## src/rtl/clkmon_pkg.sv

```systemverilog
package clkmon_pkg;
  typedef enum logic [1:0] {
    ST_RESET = 2'd0,
    ST_CAL   = 2'd1,
    ST_RUN   = 2'd2
  } seq_state_e;
endpackage

```

## src/rtl/clkmon_edge.sv

```systemverilog
module clkmon_edge #(
  parameter int STAGES = 2
) (
  input  logic clk_i,
  input  logic rst_ni,
  input  logic raw_i,
  output logic rise_o
);
  logic [STAGES:0] sh_q;

  always_ff @(posedge clk_i or negedge rst_ni) begin
    if (!rst_ni) sh_q <= '0;
    else         sh_q <= {sh_q[STAGES-1:0], raw_i};
  end

  assign rise_o = sh_q[STAGES-1] & ~sh_q[STAGES];
endmodule

```

## src/rtl/clkmon_idle.sv

```systemverilog
module clkmon_idle #(
  parameter int W = 16
) (
  input  logic         clk_i,
  input  logic         rst_ni,
  input  logic         rise_i,
  input  logic [W-1:0] limit_i,
  output logic         absent_o
);
  logic [W-1:0] cnt_q;

  // starts saturated: a clock counts as absent until its first edge
  always_ff @(posedge clk_i or negedge rst_ni) begin
    if (!rst_ni)            cnt_q <= '1;
    else if (rise_i)        cnt_q <= '0;
    else if (cnt_q != '1)   cnt_q <= cnt_q + 1'b1;
  end

  assign absent_o = cnt_q > limit_i;
endmodule

```

## src/rtl/clkmon_fsm.sv

```systemverilog
module clkmon_fsm
  import clkmon_pkg::*;
#(
  parameter int CAL_BITS = 64
) (
  input  logic clk_i,
  input  logic rst_ni,
  input  logic slave_i,
  input  logic mck_absent_i,
  input  logic fck_absent_i,
  input  logic bck_rise_i,
  output logic rst_o,
  output logic cal_o,
  output logic ready_o
);
  localparam int CAL_W = $clog2(CAL_BITS + 1);

  seq_state_e       state_q, state_d;
  logic [CAL_W-1:0] cal_cnt_q;
  logic             clocks_ok;

  assign clocks_ok = !mck_absent_i && (!slave_i || !fck_absent_i);

  always_comb begin
    state_d = state_q;
    unique case (state_q)
      ST_RESET: if (clocks_ok) state_d = slave_i ? ST_CAL : ST_RUN;
      ST_CAL: begin
        if (!clocks_ok)
          state_d = ST_RESET;
        else if (bck_rise_i && cal_cnt_q == CAL_W'(CAL_BITS - 1))
          state_d = ST_RUN;
      end
      ST_RUN:   if (!clocks_ok) state_d = ST_RESET;
      default:  state_d = ST_RESET;
    endcase
  end

  always_ff @(posedge clk_i or negedge rst_ni) begin
    if (!rst_ni) begin
      state_q   <= ST_RESET;
      cal_cnt_q <= '0;
    end else begin
      state_q <= state_d;
      if (state_q != ST_CAL)  cal_cnt_q <= '0;
      else if (bck_rise_i)    cal_cnt_q <= cal_cnt_q + 1'b1;
    end
  end

  assign rst_o   = state_q == ST_RESET;
  assign cal_o   = state_q == ST_CAL;
  assign ready_o = state_q == ST_RUN;
endmodule

```

## src/rtl/clkmon_seq.sv

```systemverilog
module clkmon_seq #(
  parameter int CNT_W         = 16,
  parameter int STALL_PERIODS = 20,
  parameter int CAL_BITS      = 64,
  parameter int SYNC_STAGES   = 2
) (
  input  logic             clk_i,
  input  logic             rst_ni,
  input  logic             slave_i,
  input  logic             mck_i,
  input  logic             bck_i,
  input  logic             fck_i,
  input  logic [CNT_W-1:0] mck_period_i,
  input  logic [CNT_W-1:0] frame_period_i,
  output logic             rst_o,
  output logic             cal_o,
  output logic             ready_o
);
  localparam int LIM_W = CNT_W + $clog2(STALL_PERIODS + 1);
  localparam int N_CLK = 3;

  logic [N_CLK-1:0] raw, rise;
  logic             mck_absent, fck_absent, bck_rise;
  logic [LIM_W-1:0] stall_lim;

  assign raw = {fck_i, bck_i, mck_i};

  for (genvar g = 0; g < N_CLK; g++) begin : g_sync
    clkmon_edge #(.STAGES(SYNC_STAGES)) u_edge (
      .clk_i  (clk_i),
      .rst_ni (rst_ni),
      .raw_i  (raw[g]),
      .rise_o (rise[g])
    );
  end

  assign bck_rise  = rise[1];
  assign stall_lim = LIM_W'(mck_period_i) * LIM_W'(STALL_PERIODS);

  clkmon_idle #(.W(LIM_W)) u_mck_idle (
    .clk_i    (clk_i),
    .rst_ni   (rst_ni),
    .rise_i   (rise[0]),
    .limit_i  (stall_lim),
    .absent_o (mck_absent)
  );

  clkmon_idle #(.W(CNT_W)) u_fck_idle (
    .clk_i    (clk_i),
    .rst_ni   (rst_ni),
    .rise_i   (rise[2]),
    .limit_i  (frame_period_i),
    .absent_o (fck_absent)
  );

  clkmon_fsm #(.CAL_BITS(CAL_BITS)) u_fsm (
    .clk_i        (clk_i),
    .rst_ni       (rst_ni),
    .slave_i      (slave_i),
    .mck_absent_i (mck_absent),
    .fck_absent_i (fck_absent),
    .bck_rise_i   (bck_rise),
    .rst_o        (rst_o),
    .cal_o        (cal_o),
    .ready_o      (ready_o)
  );
endmodule

```

## config.mk

```make
export PLATFORM = sky130hd
export DESIGN_NAME = clkmon_seq
export DESIGN_NICKNAME = d
export VERILOG_FILES = /design/src/rtl/clkmon_pkg.sv /design/src/rtl/clkmon_edge.sv /design/src/rtl/clkmon_idle.sv /design/src/rtl/clkmon_fsm.sv /design/src/rtl/clkmon_seq.sv
export SDC_FILE = /design/constraint.sdc
export NUM_CORES = 1
export LEC_CHECK = 0
export ABC_AREA = 1
export BUFFER_PORTS_ARGS = -buffer_cell sky130_fd_sc_hd__buf_2
export CORE_AREA = 2 2 134 136
export DETAILED_ROUTE_END_ITERATION = 10
export DIE_AREA = 0 0 136 138
export HOLD_SLACK_MARGIN = 0.15
export MAX_ROUTING_LAYER = met4
export REMOVE_ABC_BUFFERS = 1
export SYNTH_ARGS = -nofsm -noshare
export SYNTH_HDL_FRONTEND = slang
export SYNTH_HIERARCHICAL = 1
export SYNTH_SLANG_ARGS = --single-unit
```

## constraint.sdc

```tcl
create_clock -name clk_i -period 3.2 [get_ports clk_i]
set_input_delay 0.32 -clock clk_i [delete_from_list [all_inputs] [get_ports clk_i]]
set_output_delay 0.32 -clock clk_i [all_outputs]
set_load 0.01 [all_outputs]
```

== Yosys cells after proc, flatten, opt, wreduce, memory -nomap -nowiden ==
Index checks and enable logic that the tools add are counted.

* Register bits: 55
* Output and inout bits: 3
* Bits of input ports: 38
* Logic and storage cells: 51

* Multiply operators: 1
* $lt $le $gt $ge: 2
* Mux-type cells: 12
* Add/subtract/negate cells: 3
* Reduce and logical (&&, ||, !) cells: 11
* Equal/unequal tests: 9
* Bitwise operators: 6

{| class="wikitable"
|+ Operator list
! kind !! count
|-
| 2-to-1 mux 21 bit || 2
|-
| 2-to-1 mux 16 bit || 2
|-
| adder 21 x 1 -> 21 bit, second input constant || 1
|-
| greater-than comparator 21 bit || 1
|-
| != test 21 bit, second input constant || 1
|-
| multiplier 16 x 3 -> 19 bit, second input constant || 1
|-
| adder 16 x 1 -> 16 bit, second input constant || 1
|-
| greater-than comparator 16 bit || 1
|-
| != test 16 bit, second input constant || 1
|-
| 2-to-1 mux 7 bit || 2
|-
| 2-to-1 mux 2 bit || 5
|-
| adder 7 x 1 -> 7 bit, second input constant || 1
|-
| == test 7 x 6 -> 1 bit, second input constant || 1
|-
| one-hot mux 2 bit (3 select lines) || 1
|-
| nonzero test 2 bit || 3
|-
| != test 2 x 1 -> 1 bit, second input constant || 2
|-
| bitwise AND 1 bit || 3
|-
| logical NOT 1 bit || 3
|-
| != test 3 bit, second input constant || 1
|-
| NOT 1 bit || 3
|-
| AND reduction 3 bit || 1
|-
| == test 2 x 1 -> 1 bit, second input constant || 1
|-
| == test 2 bit, second input constant || 1
|-
| logical AND 1 bit || 2
|-
| other kinds (3) || 3
|}

== Longest topological paths before layout ==
Gate-level depths: netlist of run 1.

* Word-level depth: 6
* Mapped depth: 27

== Cells and area by module ==
The synthesis of run 1 kept the hierarchy.

{| class="wikitable"
|+ Modules (own cells, without submodules)
! module !! area an instance (µm²) !! times used !! cells each !! sequential area each (µm²)
|-
| clkmon_idle (u_mck_idle) || 1,881.8 || 1 || 284 || 551.8
|-
| clkmon_idle (u_fck_idle) || 1,468.9 || 1 || 205 || 420.4
|-
| clkmon_seq || 1,044.8 || 1 || 175 || 0.0
|-
| clkmon_fsm || 486.7 || 1 || 69 || 225.2
|-
| clkmon_edge || 85.1 || 3 || 5 || 75.1
|}

== Worst setup path before layout of run 1 ==
Ideal clock, no wire load.

* Path kind: input to register
* From: input port mck_period_i[1]
* To: register u_fsm.state_q[0]
* Path buffers: 0
* Stages on the path: 25
* Data arrival time: 2.793 ns
* Required time: 3.082 ns
* Slack: 0.290 ns
* Setup time: 0.118 ns
* Cell sequence: ha_1 > ha_1 > fa_1 > nand2_1 > nand2_1 > nand3_1 > nand2_2 > nand2_1 > nand3_1 > nand2_1 > inv_1 > ha_1 > nand2_1 > nor2_1 > nand2_1 > nor2_1 > nand2_1 > nand3_1 > nand2_1 > inv_1 > inv_1 > nand2_1 > nor2_1 > nand2_1 > nand2_1

* Cells in the longest elaborated chain, start to end: 6
* Elaborated cells between the ends (all ways): 10

{| class="wikitable"
|+ RTL lines
! element !! line !! source
|-
| start: declaration || clkmon_seq.sv:13 || <nowiki>input logic [CNT_W-1:0] mck_period_i,</nowiki>
|-
| multiplier 16 x 3 -> 19 bit (*) || clkmon_seq.sv:38 || <nowiki>assign stall_lim = LIM_W'(mck_period_i) * LIM_W'(STALL_PERIODS);</nowiki>
|-
| named net stall_lim[19] || clkmon_seq.sv:24 || <nowiki>logic [LIM_W-1:0] stall_lim;</nowiki>
|-
| greater-than comparator 21 bit (*) || clkmon_idle.sv:19 || <nowiki>assign absent_o = cnt_q > limit_i;</nowiki>
|-
| named net mck_absent || clkmon_seq.sv:23 || <nowiki>logic mck_absent, fck_absent, bck_rise;</nowiki>
|-
| logical NOT 1 bit (*) || clkmon_fsm.sv:22 || <nowiki>assign clocks_ok = !mck_absent_i && (!slave_i || !fck_absent_i);</nowiki>
|-
| logical AND 1 bit (*) || clkmon_fsm.sv:22 ||
|-
| != test 3 bit (no source line) (tied with other cells) || - ||
|-
| AND reduction 3 bit (no source line) or one-hot mux 2 bit (3 select lines) (tied branches) || - ||
|-
| end signal: assignment || clkmon_fsm.sv:44 || <nowiki>state_q <= state_d;</nowiki>
|-
| end: declaration || clkmon_fsm.sv:18 || <nowiki>seq_state_e state_q, state_d;</nowiki>
|}

Mark *: on every way through the listed nets, which the timed path passes. The rest lies on a longest branch.
A chain may end at the register's enable or synchronous reset.

== Worst setup path after layout of run 1 ==
* From: input port mck_period_i[1]
* To: register u_fsm.state_q[1]

Same word-level chain as after synthesis.

==> results.md, run 1 <==
* Status: finished clean
* Worst Path Arrival at about 3100 ps
* Worst Hold Margin at 196.0 ps
* Buffers & Inverters on Critical Path at 4
* DP Wirelength at between 9000 and 10000 µm
* Total of fill cells in the finished design at about 1900
* Layout Nets at ~910
* Initial Util at between 20% and 30%
* Vias in the first global route at ~4200
* Syn Area/Cell at a little under 7 µm²
* Layout cell share with drive strength beyond 1 at a little under a fifth
* Relative max-transition margin at between 30% and 40%
* IO Port Bufs at 40
* Clock Sinks at 55
* Post-synth top area share at a little under a fifth
* Max Cap Viol at 0
* Routed WL at 11090 µm
* Top-count cell post-synth: nand2_1
* Largest delay share family, worst path: simple AND/OR/NAND/NOR gates
* Via count at ~4600
* CTS clk-pin slew, worst paths at 70 ps
* CP most frequent cell: nand2_1
* Reg2Reg Depth at 17
* Pwr dens at 352.0 nW/µm²
* Tot Pwr at 2056 µW
* Worst setup endpoint: u_fsm/state_q[1]$_DFFE_PN0P_
* Post-Route Setup TNS at 0 ps
* Buffer type at the clock tree root: clkbuf_16
* Largest family of logic cells by synthesized area: simple AND/OR/NAND/NOR gates
* GRT Total Usage at 12.62%
* List of most frequent post-synthesis cells: nand2_1, inv_1, nor2_1, ha_1, nand3_1
* Compound-Gate Fraction of Synth Area at between 5 and 6%
* EDFF count, synth at 0
* Initial DRC Count at 246
* Io pins at just over 40
* Area fraction in and, or, nand and nor cells after synthesis at approximately two fifths
* CP Class: in -> reg
* Largest net degree at the start of global routing at 46
* Max FO, Critical Path at 3
* Fin. Hold Viols at 0
* Final setup violation count at 0
* Post CTS Setup Buffer Count at 0
* Stages on the worst setup path at 27
* Yosys cell types at 40
* Post-DR wirelength/cell at approximately 11 µm
* Ys flop type: dfstp_2
* XOR/XNOR Fraction of Synth Area at approximately 1.5%
* Routed vias/inst at approximately 4.4
* Gpl congestion at approximately 0.86
* Clk buf depth at 2
* Fmax at approximately 350 MHz
* Num rows at ~50
* H-tree depth at 2
* Sequential cell area at 1423 µm²
* HP Class: in -> async
* Die width at about 140 µm
* Largest cells by area after synthesis: dfstp_2, nand2_1, ha_1
* Gr ovfl total at 0
* DRC viols at 0
* First-pass GRT wire length at ~19000 µm
* Final Cycle Share at between 80% and 90%
* Worst R2R Start: u_fck_idle/cnt_q[0]$_DFFE_PN1P_
* Die ar. at ~19000 µm²
* Layout area overhead at 13.71%
* RSZ-0062 raised after global routing: no
* Clock Skew at 9.469 ps
* Multi-input gate area at between 3000 and 4000 µm²
* Post-synthesis sequential area ratio at ~28%
* Routed Antenna Nets at 0
* Type of origin of the critical path: primary input
* Leakage at about 0.0031 µW
* Critical path's slowest cell: fa_2
* Max-slew violations at 0
* Inserted Clock Buffers at 5
* Yosys warnings at 6
* CTS tree: yes
* Initial antenna violation count at 0
* Adder-cell share of the synthesized area at 16.95%
* FFs w/ async S/R, synth at 100.0%
* Synth area leader: dfstp_2
* DRT Pass-1 Iters at 5
* Slew at the pin with the worst max-slew slack at a little under 1000 ps
* Crit. Startpoint: mck_period_i[1]
* Cell area after synthesis at ~5000 µm²
* Die Height at 138 µm
* Post-Syn Instances at 748
* Setup crit end kind: register
* Antenna cells at 0
* Reg2reg end: u_fsm/state_q[1]$_DFFE_PN0P_
* Mux share of post-synthesis cell area at 0%
* R2R setup slack at 1200 ps
* Worst-Skew Late Latency at 290 ps
* Worst path required time at about 3400 ps
* Synth Register Bits at 55
* Largest stage delay, worst path at between 300 and 400 ps
* Maximum vdd drop at about 0.22 mV
* Fin crit period at 2860 ps
* Core ar. at 17530 µm²
## layout by cell type (no fill, tap or decap), types with 2 or more instances in the layout
cell           netlist  final
dfrtp_1             18     18
xor2_1               6      6
inv_1              118    118
or2_2               12     12
nand4_1             13     13
dlygate4sd3_1        0      3
a21o_1               2      2
or2_0                2      2
buf_2                2     40
a21oi_1             27     25
xnor2_1              3      3
buf_4                0      7
nand3_4              2      2
nor3_1               2      2
a21oi_2              1      3
nand2_1            235    234
nor3_4               2      2
nor2_4               4      4
nand2_2             13     14
o21ai_0              7      7
nor3_2               5      5
o21bai_1             3      3
dfstp_2             37     37
clkbuf_1             1      3
nor2_1              74     74
nor2_2               9      9
o21ai_1              2      2
clkbuf_16            0      5
nand3_1             63     62
conb_1               1      2
inv_2                5      5
ha_1                68     67
## power by group
| group | switching [µW] | internal (µW) | leakage, µW |
|---|---|---|---|
| clock | 235 | 292 | 0.0000652 |
| sequential | 78.4 | 780 | 0.000609 |
| combinational | 403 | 268 | 0.00246 |
## worst reg2reg max path: cells and delay by family (launching register included)
family	cells	cell delay (ps)
AOI/OAI and AO/OA	1	260
adders and majority gates	1	180
buffers and inverters	2	150
DFF	1	580
and+or+nand+nor	13	760
## worst min-delay path by stage
stage / to / from / slack, ps / cells after the start
floorplan: g_sync[0].u_edge/sh_q[0]$_DFF_PN0_ / rst_ni / 20 / 0
detailed placement: g_sync[1].u_edge/sh_q[1]$_DFF_PN0_ / g_sync[1].u_edge/sh_q[0]$_DFF_PN0_ / 330 / 0
finish: u_fsm/cal_cnt_q[4]$_DFFE_PN0P_ / rst_ni / 200 / 1
global route: u_fsm/cal_cnt_q[4]$_DFFE_PN0P_ / rst_ni / 280 / 1
global placement: g_sync[2].u_edge/sh_q[1]$_DFF_PN0_ / g_sync[2].u_edge/sh_q[0]$_DFF_PN0_ / 330 / 0
CTS: u_fsm/cal_cnt_q[4]$_DFFE_PN0P_ / rst_ni / 240 / 1
## per-layer routing
layer	share of wire (%)	vias up	global-route usage, %
li1	-	2471	-
met1	51	2047	17.71
met2	47	32	19.92
met3	1.6	4	1.137
met4	0.72	0	2.412
met5	0	-	-
## metrics by stage
step / setup slack [ps] / instances / area [µm²] / utilization (%)
6_report: 339.5 / 1032 / 5842 / 33.32
5_1_grt: 0.8542 / 1032 / 5842 / 33.32
4_1_cts: 218.0 / 1032 / 5822 / 33.20
3_5_place_dp: -91.67 / 1021 / 5655 / 32.25
3_3_place_gp: -43.11 / 1021 / 5655 / 32.25
2_1_floorplan: 289.7 / 745 / 5116 / -
## cell families after synthesis
kind of cell / Yosys count
AOI/OAI and AO/OA: 46
DFF: 55
buffers and inverters: 128
and+or+nand+nor: 440
adders and majority gates: 69
other: 1
xor gates and xnor gates: 9
## layout make-up
| class | instances | area share (%) |
|---|---|---|
| timing repair buffer | 50 | 4.840 |
| clock buffer | 8 | 2.335 |
| inverter | 124 | 7.967 |
| sequential | 55 | 24.35 |
| multi-input combinational | 566 | 55.60 |
| tap | 229 | 4.905 |
## registers in the layout (all words and copies together), names as in the netlist
name	cells
u_fsm/state_q	2
u_fsm/cal_cnt_q	7
u_fck_idle/cnt_q	16
u_mck_idle/cnt_q	21
g_sync.u_edge/sh_q	9
## what timing repair did
item                       4_1_cts  5_1_grt
resized for setup                0        6
hold buffers                     3        0
setup endpoints to repair        0        2
hold endpoints to repair         3        0
Power figures use the tool's default switching activity.
==> run 2: changes to the inputs <==
--- a/config.mk
+++ b/config.mk
@@ -12,6 +12,7 @@
 export DIE_AREA = 0 0 136 138
 export HOLD_SLACK_MARGIN = 0.15
 export MAX_ROUTING_LAYER = met4
+export PLACE_DENSITY = 0.42
 export REMOVE_ABC_BUFFERS = 1
 export SYNTH_ARGS = -nofsm -noshare
 export SYNTH_HDL_FRONTEND = slang
==> run 2 against run 1 <==
  * Non-clock buffer count rose by 1
  * Die area did not move
  * Sequential power rose by 0.6%
  * Via count rose by 0.37%
  * Sequential share of layout area fell by 0.17 points
  * Largest power group unchanged
  * Cell area rose by 0.71%
  * Combinational power rose by 2%
==> results.md, run 2 (same netlist as run 1, synthesis figures left out) <==
* Status: finished clean (unchanged)
* Vias in the first global route at 4584 (was 4246)
* Worst R2R Start: u_mck_idle/cnt_q[2]$_DFFE_PN1P_ (was u_fck_idle/cnt_q[0]$_DFFE_PN1P_)
* Pwr dens at 370.2 nW/µm² (was 352.0 nW/µm²)
* Tot Pwr at 2178 µW (was 2056 µW)
* Layout cell share with drive strength beyond 1 at 19.90% (was 19.05%)
* Buffer type at the clock tree root: clkbuf_16 (unchanged)
* CTS clk-pin slew, worst paths at 70 ps (about the same)
* Max Cap Viol at 0 (unchanged)
* Register name with the most flops: u_mck_idle/cnt_q (unchanged)
* Placed cell count at 1021 (unchanged)
* Num rows at 49 (unchanged)
* DRC viols at 0 (unchanged)
* DRT Pass-1 Iters at 4 (was 5)
* GRT Total Usage at 14.39% (was 12.62%)
* Layout area overhead at 14.52% (was 13.71%)
* First-pass GRT wire length at 21420 µm (was 19280 µm)
* CP Class: in -> reg (unchanged)
* Largest stage delay, worst path at 400 ps (was 340 ps)
* Largest net degree at the start of global routing at 43 (was 46)
* Worst-Skew Late Latency at 310 ps (was 290 ps)
* Final setup violation count at 0 (unchanged)
* Type of origin of the critical path: primary input (unchanged)
* Clock Skew at 6.501 ps (was 9.469 ps)
* Layout Cells excl Fill at 1033 (was 1032)
* Inserted Clock Buffers at 5 (unchanged)
* Fin crit period at 2862 ps (was 2860 ps)
* Critical path's slowest cell: fa_2 (unchanged)
* Commonest cells after routing, fill and taps aside: nand2_1, inv_1, nor2_1 (unchanged)
* Post-Route Setup TNS at 0 ps (unchanged)
* Max reg flops at 21 (unchanged)
* Crit. Startpoint: mck_period_i[1] (unchanged)
* H-tree depth at 2 (unchanged)
* Final Cycle Share at 89.43% (was 89.39%)
* Die width at 136 µm (unchanged)
* Initial DRC Count at 224 (was 246)
* Io pins at 41 (unchanged)
* Switch share at 34.68% (was 34.85%)
* Routed Antenna Nets at 0 (unchanged)
* Cell-internal power at 1423 µW (was 1340 µW)
* CP most frequent cell: nand2_1 (unchanged)
* Maximum vdd drop at 0.2346 mV (was 0.2181 mV)
* Clk buf depth at 2 (unchanged)
* Layout Nets at 910 (was 909)
* Leakage at 0.003155 µW (was 0.003139 µW)
* Largest regs: u_mck_idle/cnt_q: 21 flops, u_fck_idle/cnt_q: 16 flops, g_sync.u_edge/sh_q: 9 flops (unchanged)
* Fin. Hold Viols at 0 (unchanged)
* Worst Path Arrival at 3060 ps (was 3090 ps)
* Relative max-transition margin at 33.47% (was 33.97%)
* Gpl congestion at 0.8250 (was 0.8570)
* Core ar. at 17530 µm² (unchanged)
* Utilization after layout at 33.55% (was 33.32%)
* Die ar. at 18770 µm² (unchanged)
* Initial antenna violation count at 0 (unchanged)
* Via count at 4571 (was 4554)
* Max-slew violations at 0 (unchanged)
* Worst Hold Margin at 192.3 ps (was 196.0 ps)
* DP Wirelength at 9887 µm (was 9058 µm)
* Setup crit end kind: register (unchanged)
* Sequential power share at 39.6% (was 41.7%)
* Initial Util at 29.30% (unchanged)
* Net Switching at 755.3 µW (was 716.5 µW)
* Routed vias/inst at 4.425 (was 4.413)
* Clock share of power at 28.9% (was 25.6%)
* Max FO, Critical Path at 3 (unchanged)
* Antenna cells at 0 (unchanged)
* Worst path required time at 3400 ps (was 3430 ps)
* CTS tree: yes (unchanged)
* Clock Sinks at 55 (unchanged)
* Combinational power share at 31.4% (was 32.7%)
* Post-DR wirelength/cell at 11.80 µm (was 10.75 µm)
* Commonest non-fill, non-tap cell in the layout: nand2_1 (unchanged)
* IO Port Bufs at 40 (unchanged)
* Slew at the pin with the worst max-slew slack at 997.9 ps (was 990.5 ps)
* Die Height at 138 µm (unchanged)
* Routed WL at 12190 µm (was 11090 µm)
* Worst-path cell chain: buf_2 -> ha_1 -> ha_2 -> fa_2 -> nand2_2 -> buf_4 -> a21oi_2 -> a21oi_1 -> xnor2_1 -> inv_1 -> ha_1 -> nand2_1 -> nor2_1 -> nand2_2 -> inv_2 -> nand4_1 -> nand2_1 -> inv_1 -> inv_1 -> nand2_2 -> nor2_1 -> nand2_1 -> nand2_1 -> nand2_1
* Fmax at 349.4 MHz (was 349.6 MHz)
* HP Class: in -> async (unchanged)
* Gr ovfl total at 0 (unchanged)
==> run 2: final timing paths <==
path | cells past startpoint | to | slack [ps]
hold / removal | 1 | u_fsm/state_q[0]$_DFFE_PN0P_ | 190
min in group clk_i | 0 | g_sync[1].u_edge/sh_q[1]$_DFF_PN0_ | 350
hold reg to reg | 0 | g_sync[1].u_edge/sh_q[1]$_DFF_PN0_ | 350
setup reg to reg | 15 | u_fsm/state_q[1]$_DFFE_PN0P_ | 1240
setup / recovery | 24 | u_fsm/state_q[1]$_DFFE_PN0P_ | 340
max in group asynchronous | 2 | u_mck_idle/cnt_q[7]$_DFFE_PN1P_ | 2190
==> run 2: per-stage QoR <==
step	setup slack, ps	cell area, µm²
after global placement	-76.18	5655
final	338.2	5883
after floorplan	289.7	5116
after global routing	-1.111	5883
after CTS	192.4	5848
after detailed placement	-118.1	5655
==> run 2: area by class of cell <==
cell class	instances	area [µm²]
Clock buffer	7	132.6
Clock inverter	1	30.03
Fill cell	1947	11650
Inverter	124	465.4
Multi-Input combinational cell	566	3256
Sequential cell	55	1423
Tap cell	229	286.5
Timing Repair Buffer	51	290.3
==> run 2: worst max-delay path: cells and delay by family <==
family / cells / cell delay (ps)
AND/OR/NAND/NOR: 11 / 790
XOR/XNOR: 1 / 130
AO/OA/AOI/OAI: 2 / 220
adder cells (fa/ha/maj): 4 / 1150
buffers and inverters: 6 / 420
==> run 2: routing by layer <==
layer  up-vias  track usage (%)  routed length (µm)
met1      2043            18.49                6062
met5         -                -                   0
met3         9            2.274                 283
met2        45            23.78                5708
met4         0            3.235                 136
li1       2474                -                   -
==> run 2: repair_timing <==
action                                  4_1_cts  5_1_grt
setup buffers                                 0        1
endpoints found under the setup margin        0        2
gates resized for setup                       0       11
endpoints found under the hold margin         3        0
hold buffers                                  3        0
==> run 2: power groups by stage <==
stage               logic (µW)  registers [µW]  clock network [µW]
global placement           678             872                   0
global route               809             873                 688
CTS                        697             863                 663
detailed placement         688             875                   0
finish                     684             863                 630
floorplan                  492             844                   0
==> run 3: changes to the inputs <==
--- a/config.mk
+++ b/config.mk
@@ -13,7 +13,6 @@
 export HOLD_SLACK_MARGIN = 0.15
 export MAX_ROUTING_LAYER = met4
 export PLACE_DENSITY = 0.42
-export REMOVE_ABC_BUFFERS = 1
 export SYNTH_ARGS = -nofsm -noshare
 export SYNTH_HDL_FRONTEND = slang
 export SYNTH_HIERARCHICAL = 1
==> constraint.sdc (replaced) <==
create_clock -name clk_i -period 3.1 [get_ports clk_i]
set_input_delay 0.31 -clock clk_i [delete_from_list [all_inputs] [get_ports clk_i]]
set_output_delay 0.31 -clock clk_i [all_outputs]
set_load 0.01 [all_outputs]
==> run 3 against run 2 <==
  * Cell area is 2.4% higher
  * Largest cell class unchanged
  * Clock-buffer cell count is 2 lower
  * Highest routed layer unchanged
  * Routed wire length is 2.6% higher
  * First-iteration DRC count is 5.4% lower
  * Cell count is 1.2% higher
  * Combinational power is 11% higher
  * Die area stayed put
  * Via count is 2.6% higher
  * Largest power group unchanged
  * Clock skew is 5.9 ps higher
  * Sequential cell count stayed put
  * Register-to-register slack worse by 150 ps
  * Worst hold slack better by 160 ps
  * Critical path type unchanged
==> results.md, run 3 (same netlist as run 1, synthesis figures left out) <==
* Layout area overhead at 17.22% (was 14.52%)
* Max FO, Critical Path at 4 (was 3)
* Vias in the first global route at 4660 (was 4584)
* Clock Skew at 12.36 ps (was 6.501 ps)
* Final setup violation count at 0 (unchanged)
* HP Class: reg -> reg (was in -> async)
* Total of fill cells in the finished design at 1909 (was 1947)
* Slew at the pin with the worst max-slew slack at 798.7 ps (was 997.9 ps)
* Clk buf depth at 2 (unchanged)
* GRT Total Usage at 14.51% (was 14.39%)
* Clock Sinks at 55 (unchanged)
* Layout Cell Area excl Fill at 6022 µm² (was 5883 µm²)
* Max reg flops at 21 (unchanged)
* Via count at 4689 (was 4571)
* Register name with the most flops: u_mck_idle/cnt_q (unchanged)
* Worst Path Arrival at 3070 ps (was 3060 ps)
* Worst slack at placement at -222.5 ps (was -118.1 ps)
* Io pins at 41 (unchanged)
* Setup crit end kind: register (unchanged)
* Max Cap Viol at 0 (unchanged)
* DP Wirelength at 10150 µm (was 9887 µm)
* Max-slew violations at 0 (unchanged)
* CP Class: in -> reg (unchanged)
* Routed vias/inst at 4.487 (was 4.425)
* Worst path required time at 3310 ps (was 3400 ps)
* Routed WL at 12510 µm (was 12190 µm)
* DRT Pass-1 Iters at 4 (unchanged)
* Relative max-transition margin at 46.75% (was 33.47%)
* Worst-Skew Late Latency at 310 ps (about the same)
* Leakage at 0.003210 µW (was 0.003155 µW)
* Utilization after layout at 34.34% (was 33.55%)
* Layout cell share with drive strength beyond 1 at 21.69% (was 19.90%)
* Initial DRC Count at 212 (was 224)
* DRC viols at 0 (unchanged)
* Fin. Hold Viols at 0 (unchanged)
* Initial antenna violation count at 0 (unchanged)
* Post-DR wirelength/cell at 11.97 µm (was 11.80 µm)
* Commonest cells after routing, fill and taps aside: nand2_1, inv_1, nor2_1 (unchanged)
* Final Cycle Share at between 90% and 100%
* Pwr dens at 373.7 nW/µm² (was 370.2 nW/µm²)
* CTS tree: yes (unchanged)
* Routed Antenna Nets at 0 (unchanged)
* Largest regs: u_mck_idle/cnt_q: 21 flops, u_fck_idle/cnt_q: 16 flops, g_sync.u_edge/sh_q: 9 flops (unchanged)
* H-tree depth at 2 (unchanged)
* CTS clk-pin slew, worst paths at 90 ps (was 70 ps)
* Die Height at 138 µm (unchanged)
* Gr ovfl total at 0 (unchanged)
* Layout Nets at 922 (was 910)
* Fmax at roughly 350 MHz
* Largest net degree at the start of global routing at 35 (was 43)
* Status: finished clean (unchanged)
* Buffer type at the clock tree root: clkbuf_16 (unchanged)
* Core ar. at 17530 µm² (unchanged)
* Setup WS post-layout at 240.3 ps (was 338.2 ps)
* Commonest non-fill, non-tap cell in the layout: nand2_1 (unchanged)
* Die width at 136 µm (unchanged)
* Fin crit period at about 2900 ps
* Type of origin of the critical path: primary input (unchanged)
* Initial Util at 29.30% (unchanged)
* Dpl cell area at 5738 µm² (was 5655 µm²)
* RSZ-0062 raised after global routing: no
* First-pass GRT wire length at 21650 µm (was 21420 µm)
* Gpl congestion at 0.8105 (was 0.8250)
* Num rows at 49 (unchanged)
* IO Port Bufs at 40 (unchanged)
* Inserted Clock Buffers at 5 (unchanged)
* Maximum vdd drop at 0.2011 mV (was 0.2346 mV)
* Antenna cells at 0 (unchanged)
* Die ar. at 18770 µm² (unchanged)
-- run 3: changes by cell type in the layout (fill, tap and decap cells not counted), sizes merged --
| cell | before | now |
|---|---|---|
| buf | 48 | 59 |
| bufinv | 1 | 0 |
| dlygate4sd3 | 3 | 4 |
| inv | 123 | 126 |
| clkbuf | 7 | 5 |
-- run 3: final cells by class --
cell class / instances / area [µm²] / share of cell area, %
flip-flops and latches: 55 / 1423 / 23.62
multi-input cells: 566 / 3313 / 55.02
well taps: 229 / 286.5 / 4.758
inverters: 124 / 465.4 / 7.729
clock buffers: 5 / 125.1 / 2.078
clock inverters: 3 / 26.28 / 0.4363
repair buffers: 63 / 382.9 / 6.358
-- run 3: repair_timing --
action,4_1_cts,5_1_grt
setup buffers,0,1
endpoints found under the setup margin,0,2
gates resized for setup,0,19
hold endpoints to repair,21,0
hold buffers,4,0
-- run 3: path summary, 6_finish.rpt --
kind	startpoint	end	slack, ps	cells past startpoint
max in group asynchronous	rst_ni	u_mck_idle/cnt_q[9]$_DFFE_PN1P_	1550	3
min in group asynchronous	rst_ni	g_sync[2].u_edge/sh_q[1]$_DFF_PN0_	640	2
hold reg to reg	g_sync[1].u_edge/sh_q[0]$_DFF_PN0_	g_sync[1].u_edge/sh_q[1]$_DFF_PN0_	350	0
hold / removal	g_sync[1].u_edge/sh_q[0]$_DFF_PN0_	g_sync[1].u_edge/sh_q[1]$_DFF_PN0_	350	0
setup reg to reg	u_fck_idle/cnt_q[0]$_DFFE_PN1P_	u_fsm/state_q[0]$_DFFE_PN0P_	1090	16
setup / recovery	mck_period_i[3]	u_fsm/state_q[1]$_DFFE_PN0P_	240	23
-- run 3: power by group --
group          total (µW)  switching, µW  internal [µW]  leakage (µW)
Combinational         759            449            310       0.00252
Sequential            886           81.2            804      0.000609
Clock                 606            296            310     0.0000767
Total                2250            826           1420       0.00321
-- run 3: critical path, stage by stage --
cell,delay [ps]
buf_2,120
buf_4,130
ha_1,330
ha_4,260
nor2_1,180
a21oi_4,70
a21oi_1,160
xnor2_1,160
inv_1,80
ha_1,330
a21o_1,160
nor2_1,100
nand2_1,70
nand2_1,60
nand3_1,60
nand2_1,60
inv_1,40
inv_1,60
nand2_2,60
nor2_1,80
nand2_1,70
nand2_1,60
nand2_1,50
-- run 3: metal layers --
metal  vias to the layer above  track usage [%]  part of all wire (%)
met5                         -                -                     0
met4                         0            3.728                   1.3
met3                         9            1.907                   2.8
met2                        51            24.20                    48
met1                      2132            18.49                    48
li1                       2497                -                     -
-- run 3: metrics by stage --
| stage | power (µW) | TNS (ps) | std cells | hold WS, ps |
|---|---|---|---|---|
| 2_1_floorplan | 1380 | 0 | 749 | 14.41 |
| 3_3_place_gp | 1621 | -330.0 | 1032 | 332.5 |
| 3_5_place_dp | 1638 | -437.1 | 1032 | 336.2 |
| 4_1_cts | 2271 | 0 | 1044 | 354.2 |
| 5_1_grt | 2450 | 0 | 1045 | 364.9 |
| 6_report | 2250 | 0 | 1045 | 351.8 |
